### config.mk
export PLATFORM = sky130hd
export DESIGN_NAME = evt_irq_ctrl
export DESIGN_NICKNAME = d
export VERILOG_FILES = /design/src/rtl/evt_irq_pkg.sv /design/src/rtl/evt_prio_find.sv /design/src/rtl/evt_clear_div.sv /design/src/rtl/evt_retire.sv /design/src/rtl/evt_irq_ctrl.sv
export SDC_FILE = /design/constraint.sdc
export NUM_CORES = 1
export LEC_CHECK = 0
export ABC_AREA = 0
export CAP_MARGIN = 20
export CORE_MARGIN = 8
export CORE_UTILIZATION = 44
export DETAILED_ROUTE_END_ITERATION = 10
export GPL_TIMING_DRIVEN = 0
export PLACE_DENSITY = 0.7
export SYNTH_ARGS = -nofsm -noshare
export SYNTH_HDL_FRONTEND = slang
export SYNTH_HIERARCHICAL = 1
export SYNTH_SLANG_ARGS = --single-unit
### constraint.sdc
create_clock -name clk -period 5 [get_ports clk]
set_clock_uncertainty 0.15 [all_clocks]
set_input_delay 1.25 -clock clk [delete_from_list [all_inputs] [get_ports clk]]
set_output_delay 1.25 -clock clk [all_outputs]
set_load 0.02 [all_outputs]
### src/rtl/evt_irq_pkg.sv
package evt_irq_pkg;

    localparam int EVT_COUNT_DEF  = 8;
    localparam int CLR_WRITES_DEF = 4;
    localparam int BOOT_EVT_DEF   = 2;

    typedef enum logic {
        SEL_CLEAR  = 1'b0,
        SEL_NUMBER = 1'b1
    } bus_sel_e;

    function automatic int idx_width(input int n);
        return (n > 1) ? $clog2(n) : 1;
    endfunction

endpackage

### src/rtl/evt_prio_find.sv
module evt_prio_find #(
    parameter int W  = 8,
    parameter int IW = 3
) (
    input  logic [W-1:0]  vec,
    output logic [IW-1:0] idx,
    output logic          found
);
    always_comb begin
        idx   = '0;
        found = 1'b0;
        for (int i = W - 1; i >= 0; i--) begin
            if (vec[i]) begin
                idx   = IW'(i);
                found = 1'b1;
            end
        end
    end
endmodule

### src/rtl/evt_clear_div.sv
module evt_clear_div #(
    parameter int COUNT = 4
) (
    input  logic clk,
    input  logic rst,
    input  logic tick,
    output logic fire
);
    localparam int CW = evt_irq_pkg::idx_width(COUNT);
    localparam logic [CW-1:0] LAST = CW'(COUNT - 1);

    logic [CW-1:0] cnt_q;

    assign fire = tick && (cnt_q == LAST);

    always_ff @(posedge clk) begin
        if (rst) begin
            cnt_q <= '0;
        end else if (tick) begin
            cnt_q <= fire ? '0 : cnt_q + 1'b1;
        end
    end
endmodule

### src/rtl/evt_retire.sv
module evt_retire #(
    parameter int W  = 8,
    parameter int IW = 3
) (
    input  logic [W-1:0]  pend_i,
    input  logic [IW-1:0] num_i,
    output logic [W-1:0]  pend_o,
    output logic [IW-1:0] num_o
);
    logic [IW-1:0] lo_idx;
    logic          lo_found;
    logic [W-1:0]  stripped;
    logic [IW-1:0] nx_idx;
    logic          nx_found;

    evt_prio_find #(.W(W), .IW(IW)) u_lo (
        .vec   (pend_i),
        .idx   (lo_idx),
        .found (lo_found)
    );

    always_comb begin
        stripped = pend_i;
        if (lo_found) begin
            stripped[lo_idx] = 1'b0;
        end
    end

    evt_prio_find #(.W(W), .IW(IW)) u_next (
        .vec   (stripped),
        .idx   (nx_idx),
        .found (nx_found)
    );

    assign pend_o = stripped;
    assign num_o  = nx_found ? nx_idx : num_i;
endmodule

### src/rtl/evt_irq_ctrl.sv
module evt_irq_ctrl #(
    parameter int NUM_EVT    = evt_irq_pkg::EVT_COUNT_DEF,
    parameter int CLR_WRITES = evt_irq_pkg::CLR_WRITES_DEF,
    parameter int BOOT_EVT   = evt_irq_pkg::BOOT_EVT_DEF,
    localparam int IW        = evt_irq_pkg::idx_width(NUM_EVT)
) (
    input  logic               clk,
    input  logic               rst,
    input  logic [NUM_EVT-1:0] evt_stb,
    input  logic               bus_wr,
    input  logic               bus_sel,
    output logic [IW-1:0]      evt_num,
    output logic               irq,
    output logic [NUM_EVT-1:0] pending
);
    import evt_irq_pkg::*;

    localparam logic [NUM_EVT-1:0] BOOT_PEND = NUM_EVT'(1) << BOOT_EVT;
    localparam logic [IW-1:0]      BOOT_NUM  = IW'(BOOT_EVT);

    logic [NUM_EVT-1:0] pend_q, pend_d, ret_pend, mid_pend;
    logic [IW-1:0]      num_q, num_d, ret_num, mid_num;
    logic               irq_q, irq_d;
    logic               clr_hit, retire;
    logic [IW-1:0]      stb_min;
    logic               stb_any;

    assign clr_hit = bus_wr && (bus_sel == SEL_CLEAR);

    evt_clear_div #(.COUNT(CLR_WRITES)) u_div (
        .clk  (clk),
        .rst  (rst),
        .tick (clr_hit),
        .fire (retire)
    );

    evt_retire #(.W(NUM_EVT), .IW(IW)) u_ret (
        .pend_i (pend_q),
        .num_i  (num_q),
        .pend_o (ret_pend),
        .num_o  (ret_num)
    );

    evt_prio_find #(.W(NUM_EVT), .IW(IW)) u_stb (
        .vec   (evt_stb),
        .idx   (stb_min),
        .found (stb_any)
    );

    always_comb begin
        mid_pend = retire ? ret_pend : pend_q;
        mid_num  = retire ? ret_num  : num_q;
        pend_d   = mid_pend | evt_stb;
        num_d    = mid_num;
        irq_d    = irq_q;
        if (retire && (ret_pend == '0)) begin
            irq_d = 1'b0;
        end
        if (stb_any) begin
            if ((mid_num == '0) || (stb_min < mid_num)) begin
                num_d = stb_min;
            end
            if (mid_pend == '0) begin
                irq_d = 1'b1;
            end
        end
    end

    always_ff @(posedge clk) begin
        if (rst) begin
            pend_q <= BOOT_PEND;
            num_q  <= BOOT_NUM;
            irq_q  <= 1'b1;
        end else begin
            pend_q <= pend_d;
            num_q  <= num_d;
            irq_q  <= irq_d;
        end
    end

    assign pending = pend_q;
    assign evt_num = num_q;
    assign irq     = irq_q;
endmodule

Word-level counts from Yosys, hierarchy flattened
Cells that the tools add are included.
{ "classes": {"n_reduce_logical": 8, "add_sub_neg": 1, "mux": 60, "magnitude_cmp": 3, "n_bitwise": 4, "eq_ne": 1} }
{ "op_table": {"columns": ["op", "count"], "rows": [
  ["$mux W3", 28],
  ["$mux W1", 28],
  ["$logic_not A8 Y1", 2],
  ["$mux W8", 2],
  ["$and A8 B8 Y8", 1],
  ["$not A8 Y8", 1],
  ["$or A8 B8 Y8", 1],
  ["$logic_and A1 B1 Y1", 4],
  ["$lt A3 B4 Y1 const B", 1],
  ["$demux W1 S3", 1],
  ["$ge A3 B1 Y1 const B", 1],
  ["$logic_not A3 Y1", 1],
  ["$lt A3 B3 Y1", 1],
  ["$add A2 B1 Y2 const B", 1],
  ["$eq A2 B2 Y1 const B", 1],
  ["$mux W2", 1],
  ["$logic_or A1 B1 Y1", 1],
  ["$not A1 Y1", 1]
]} }
{ "totals": {"in_bits": 12, "output_inout_bits": 12, "register_bits": 14, "wordCells": 81} }

Longest topological paths before layout
{ "logic_depth": {"ltp_word": 29, "depth_mapped": 16} }

Cells and area by module
Netlist, hierarchy kept.
{ "by_module_without_submodules": {"columns": ["mod", "seq_area_each_um2", "cells_each", "area_each_um2", "instances"], "rows": [
  ["evt_irq_ctrl", 240.2, 79, 708.2, 1],
  ["evt_prio_find", 0.0, 13, 80.1, 3],
  ["evt_retire", 0.0, 16, 131.4, 1],
  ["evt_clear_div", 40.0, 9, 92.6, 1]
]} }

Worst setup path before layout
OpenSTA, ideal clock, no wires.
{ "synth_timing": {"kind": "flip-flop to flip-flop", "start": "register pend_q[7], in the netlist pending[7]", "end": "register num_q[1], in the netlist evt_num[1]", "n_path_buf": 0, "path_stages_with_launch": 15, "t_arrival_ps": 3589, "required_ps": 4725, "setup_slack_ps": 1136, "setup_ps": 125, "synth_period_minus_slack_ps": 3864, "path_cell_list": "dfxtp_1 o21ai_0 a211oi_1 inv_2 o31a_1 nor4_2 nand2_1 mux2_2 mux2_2 inv_1 ha_1 or3_1 o221ai_2 and3b_1 o31ai_2"} }
{ "synth_lines": {"columns": ["element", "line_no", "rtl"], "rows": [
  ["start: declaration", "evt_irq_ctrl.sv:21", "logic [NUM_EVT-1:0] pend_q, pend_d, ret_pend, mid_pend;"],
  ["start signal: assignment", "evt_irq_ctrl.sv:75", "pend_q <= pend_d;"],
  ["$mux W3 * (8 in series)", "evt_prio_find.sv:13", "if (vec[i]) begin"],
  ["named net u_ret.lo_idx[1]", "evt_retire.sv:10", "logic [IW-1:0] lo_idx;"],
  ["$lt A3 B4 Y1 (not written as such) or $ge A3 B1 Y1 (tied branches)", "evt_retire.sv:25", "stripped[lo_idx] = 1'b0;"],
  ["$logic_and A1 B1 Y1 (not written as such)", "evt_retire.sv:25", null],
  ["$mux W1 (not written as such)", "evt_retire.sv:25", null],
  ["$demux W1 S3 *", null, null],
  ["$not A8 Y8 (no source line) *", null, null],
  ["$and A8 B8 Y8 (no source line) *", null, null],
  ["(+1 left out)", null, null],
  ["named net ret_pend[2]", "evt_irq_ctrl.sv:21", null],
  ["(+3 left out)", null, null],
  ["named net u_ret.nx_found", "evt_retire.sv:14", "logic nx_found;"],
  ["$mux W3 *", "evt_retire.sv:36", "assign num_o = nx_found ? nx_idx : num_i;"],
  ["named net ret_num[1]", "evt_irq_ctrl.sv:22", "logic [IW-1:0] num_q, num_d, ret_num, mid_num;"],
  ["$mux W3 *", "evt_irq_ctrl.sv:52", "mid_num = retire ? ret_num : num_q;"],
  ["$lt A3 B3 Y1 or $logic_not A3 Y1 (tied branches)", "evt_irq_ctrl.sv:60", "if ((mid_num == '0) || (stb_min < mid_num)) begin"],
  ["$logic_or A1 B1 Y1", "evt_irq_ctrl.sv:60", null],
  ["$mux W3", "evt_irq_ctrl.sv:60", null],
  ["$mux W3 *", "evt_irq_ctrl.sv:59", "if (stb_any) begin"],
  ["end signal: assignment", "evt_irq_ctrl.sv:76", "num_q <= num_d;"],
  ["end: declaration", "evt_irq_ctrl.sv:22", null]
]} }
Mark *: on every way through the listed nets, which the timed path passes. The rest lies on a longest branch.
A chain may end at the register's enable or synchronous reset.

Final worst setup path
{ "layout_timing": {"start": "register pend_q[7], in the netlist pending[7]", "end": "register num_q[1], in the netlist evt_num[1]"} }
{ "layout_between": {"elab_chain_cells": 29} }
{ "layout_lines": {"columns": ["element", "line_no"], "rows": [
  ["$mux W3 * (8 in series)", "evt_prio_find.sv:13"],
  ["named net u_ret.lo_idx[1]", "evt_retire.sv:10"],
  ["$lt A3 B4 Y1 (not written as such) or $ge A3 B1 Y1 (tied branches)", "evt_retire.sv:25"],
  ["$logic_and A1 B1 Y1 (not written as such)", "evt_retire.sv:25"],
  ["$mux W1 (not written as such)", "evt_retire.sv:25"],
  ["$demux W1 S3 *", null],
  ["$not A8 Y8 (no source line) *", null],
  ["$and A8 B8 Y8 (no source line) *", null],
  ["(+1 left out)", null],
  ["named net ret_pend[7]", "evt_irq_ctrl.sv:21"],
  ["(+8 left out)", null],
  ["named net u_ret.nx_found", "evt_retire.sv:14"],
  ["$mux W3 *", "evt_retire.sv:36"],
  ["named net ret_num[1]", "evt_irq_ctrl.sv:22"],
  ["$mux W3 *", "evt_irq_ctrl.sv:52"],
  ["$lt A3 B3 Y1 or $logic_not A3 Y1 (tied branches)", "evt_irq_ctrl.sv:60"],
  ["$logic_or A1 B1 Y1", "evt_irq_ctrl.sv:60"],
  ["$mux W3", "evt_irq_ctrl.sv:60"],
  ["$mux W3 *", "evt_irq_ctrl.sv:59"]
]} }
Marked as above.

==> summary.md <==
| Metric | Value |
|---|---|
| Hold Crit Start | u_div/cnt_q[0]$_SDFFE_PP0P_ |
| Relative slew slack | 0.496 |
| Clock period minus worst slack | 4.24 ns |
| Setup TNS | 0 ns |
| Chip Height | around 68 um |
| Layout area overhead | 24.8% |
| Final Max Tran Viols | 0 |
| Final HPWL DP | 2410 um |
| Inserted Diodes | 0 |
| Final hold viol count | 0 |
| Hold Path End | u_div/cnt_q[0]$_SDFFE_PP0P_ |
| Grt ovf | 0 |
| Via density | 6.15 |
| CTS sink cnt | 14 |
| Routability cong. | approximately 0.85 |
| # setup viols final | 0 |
| Routed Antenna Nets | 0 |
| CTS Buf Count | 3 |
| Filler Cells Inserted | 234 |
| Row cnt | 18 |
| Peak Freq | ~240 MHz |
| Worst-margin pin slew | 0.752 ns |
| Total GRT Usage | 0.136 |
| Reg2Reg Launch Point | pending[7]$_SDFF_PP0_ |
| Worst-case reg-to-reg path depth | 14 |
| Vias in the first global route | 1092 |
| Post-layout net count | 186 |
| Largest net degree at the start of global routing | 11 |
| Outcome | finished clean |
| Share of cells above drive strength 1 | 0.124 |
| Number of buffers added on ports | 23 |
| Reg2reg end | evt_num[1]$_SDFF_PP1_ |
| Warnings from Yosys | 6 |
| First-pass GRT wire length | about 4900 um |
| WHS Path Cells | 2 |
| Remaining DRCs | 0 |
| Number of synthesized flops with an enable pin | 0 |
| Final worst path period share | 0.847 |
| R2R setup slack | between 0.7 and 0.8 ns |
| Depth of the CTS H-tree | 1 |
| Worst-path clk slew | approximately 0.080 ns |
| Mapped Cells | 143 |
| Synth unique cells | 40 |
| Die area | approximately 4600 um^2 |
| Syn_nets | approximately 160 |
| CP startpoint | pending[7]$_SDFF_PP0_ |
| Core Util, Final | 0.585 |
| Pwr per Cell Area | 212 nW/um^2 |
| DR WL/cell | ~16 um |
| Initial antenna violation count | 0 |
| VDD IR max | approximately 0.16 mV |
| FF+latch count, synth | 14 |
| Crit Path Category | register to register |
| Leakage | roughly 0.52 nW |
| Post-CTS Setup Inserts | 0 |
| CTS tree | done |
| Synth Area per Inst | approximately 8.2 um^2 |
| Initial Utilization | 0.469 |
| Skew-Pair Late Insertion Delay | ~0.28 ns |
| Arrival @ worst endpoint | approximately 4.3 ns |
| RSZ-0062 raised after global routing | no |
| Post-cts sizing count | 0 |
| Synth Flop Type | dfxtp_1 |
| CP required | 5.04 ns |
| Core ar. | about 2500 um^2 |
| Max Cap Viol | 0 |
| Clk root buf | clkbuf_4 |
| Mapped Area | around 1200 um^2 |
| CTS Hold Bufs | 0 |
| 1st-iter DRT viols | slightly below 80 |
| Critical path startpoint category | register |
| Vias | 1223 |
| Critical Path End Type | register |
| Post-synth ARST share | 0 |
| Io pins | 24 |
| Clk buf depth | 2 |
| Die width | between 60 and 70 um |
| Critical path fanouts, max | 7 |
| Register area share after synthesis | 0.239 |
| Worst hold path type | register to register |
| Drt pass-1 iters | 4 |
| Total Routed Length | between 3000 and 4000 um |
-- cells in the final DEF, fill, tap and decap left out, types with 2 or more instances in the layout --
| master | n |
|---|---|
| clkdlybuf4s50_1 | 23 |
| nor2_1 | 20 |
| dfxtp_1 | 14 |
| nor2b_1 | 13 |
| a211oi_1 | 11 |
| inv_1 | 6 |
| a21oi_1 | 6 |
| nor4_1 | 6 |
| nand2_1 | 6 |
| o31a_1 | 5 |
| mux2_2 | 4 |
| o41ai_1 | 4 |
| o21bai_1 | 4 |
| mux2i_1 | 3 |
| nor3_1 | 3 |
| ha_1 | 3 |
| clkbuf_4 | 3 |
| o21ai_0 | 3 |
| nor4_2 | 3 |
| clkbuf_1 | 2 |
| or3_1 | 2 |
| nand3b_1 | 2 |
| o32ai_1 | 2 |
| nand2b_1 | 2 |
| o21a_1 | 2 |
-- how the worst max path moves through the flow --
stage	end	slack (ns)	depth (start not counted)
floorplan	evt_num[1]$_SDFF_PP1_	1.14	14
global placement	evt_num[1]$_SDFF_PP1_	1.00	14
detailed placement	evt_num[1]$_SDFF_PP1_	0.88	14
CTS	evt_num[1]$_SDFF_PP1_	0.84	14
global route	evt_num[1]$_SDFF_PP1_	0.48	14
finish	evt_num[1]$_SDFF_PP1_	0.76	14
-- layout make-up --
| type | count | area (um^2) | area share |
|---|---|---|---|
| tap | 30 | 37.5 | 0.0257 |
| timing repair buffer | 23 | 230 | 0.157 |
| sequential | 14 | 280 | 0.192 |
| clock buffer | 3 | 22.5 | 0.0154 |
| inverter | 7 | 26.3 | 0.0180 |
| buffer | 4 | 23.8 | 0.0163 |
| multi-input combinational | 118 | 842 | 0.576 |
-- layer usage --
layer	global-route usage	up-vias	wire [um]
met3	0.0132	4	191
li1	-	599	-
met5	0	-	0
met1	0.163	578	1380
met4	0.0705	0	38
met2	0.233	42	1480
-- synth_stat cells, types with 2 or more instances --
cell type | number | area [um^2]
a211oi_1 | 11 | 82.6
a21oi_1 | 6 | 30.0
clkbuf_1 | 2 | 7.51
dfxtp_1 | 14 | 280
ha_1 | 3 | 37.5
inv_1 | 6 | 22.5
mux2_2 | 4 | 45.0
mux2i_1 | 3 | 30.0
nand2_1 | 6 | 22.5
nand2b_1 | 2 | 12.5
nand3b_1 | 2 | 15.0
nor2_1 | 20 | 75.1
nor2b_1 | 13 | 81.3
nor3_1 | 3 | 15.0
nor4_1 | 6 | 37.5
nor4_2 | 3 | 37.5
o21a_1 | 2 | 15.0
o21ai_0 | 3 | 15.0
o21bai_1 | 4 | 30.0
o31a_1 | 5 | 43.8
o32ai_1 | 2 | 17.5
o41ai_1 | 4 | 35.0
or3_1 | 2 | 12.5
-- power breakdown --
group	switching [W]	internal, W	total, W	leakage (nW)
sequential	0.0000122	0.000119	0.000131	0.116
combinational	0.0000608	0.0000568	0.000118	0.394
clock	0.0000331	0.0000279	0.0000610	0.0138
-- kinds of logic after synthesis --
family,share of synthesized area
adder cells (fa/ha/maj),0.0320
buffers and inverters,0.0427
AO/OA/AOI/OAI,0.288
multiplexers,0.0832
AND/OR/NAND/NOR,0.315
flip-flops,0.239
-- registers in the layout (all words and copies together) (netlist names) --
signal and count:
irq 1, pending 8, u_div/cnt_q 2, evt_num 3
-- per-stage QoR --
step	instance area [um^2]	worst slack, ns	total power [W]	instances	hold slack (ns)
final	1460	0.765	0.000310	199	0.353
after global placement	1440	1.00	0.000247	196	0.318
after CTS	1460	0.839	0.000312	199	0.354
after floorplan	1170	1.14	0.000208	143	0.303
after global routing	1460	0.476	0.000328	199	0.366
after detailed placement	1440	0.880	0.000250	196	0.342
-- critical path, stage by stage (launching register included) --
cell	delay, ns
dfxtp_1	0.45
o21ai_0	0.14
a211oi_1	0.67
nand2_1	0.15
o21a_1	0.27
nor4_1	0.41
nand2_1	0.17
mux2_2	0.33
mux2_2	0.30
inv_1	0.06
ha_1	0.21
or3_1	0.38
o221ai_2	0.13
a2111oi_2	0.08
o31ai_2	0.25
Power figures use the tool's default switching activity.
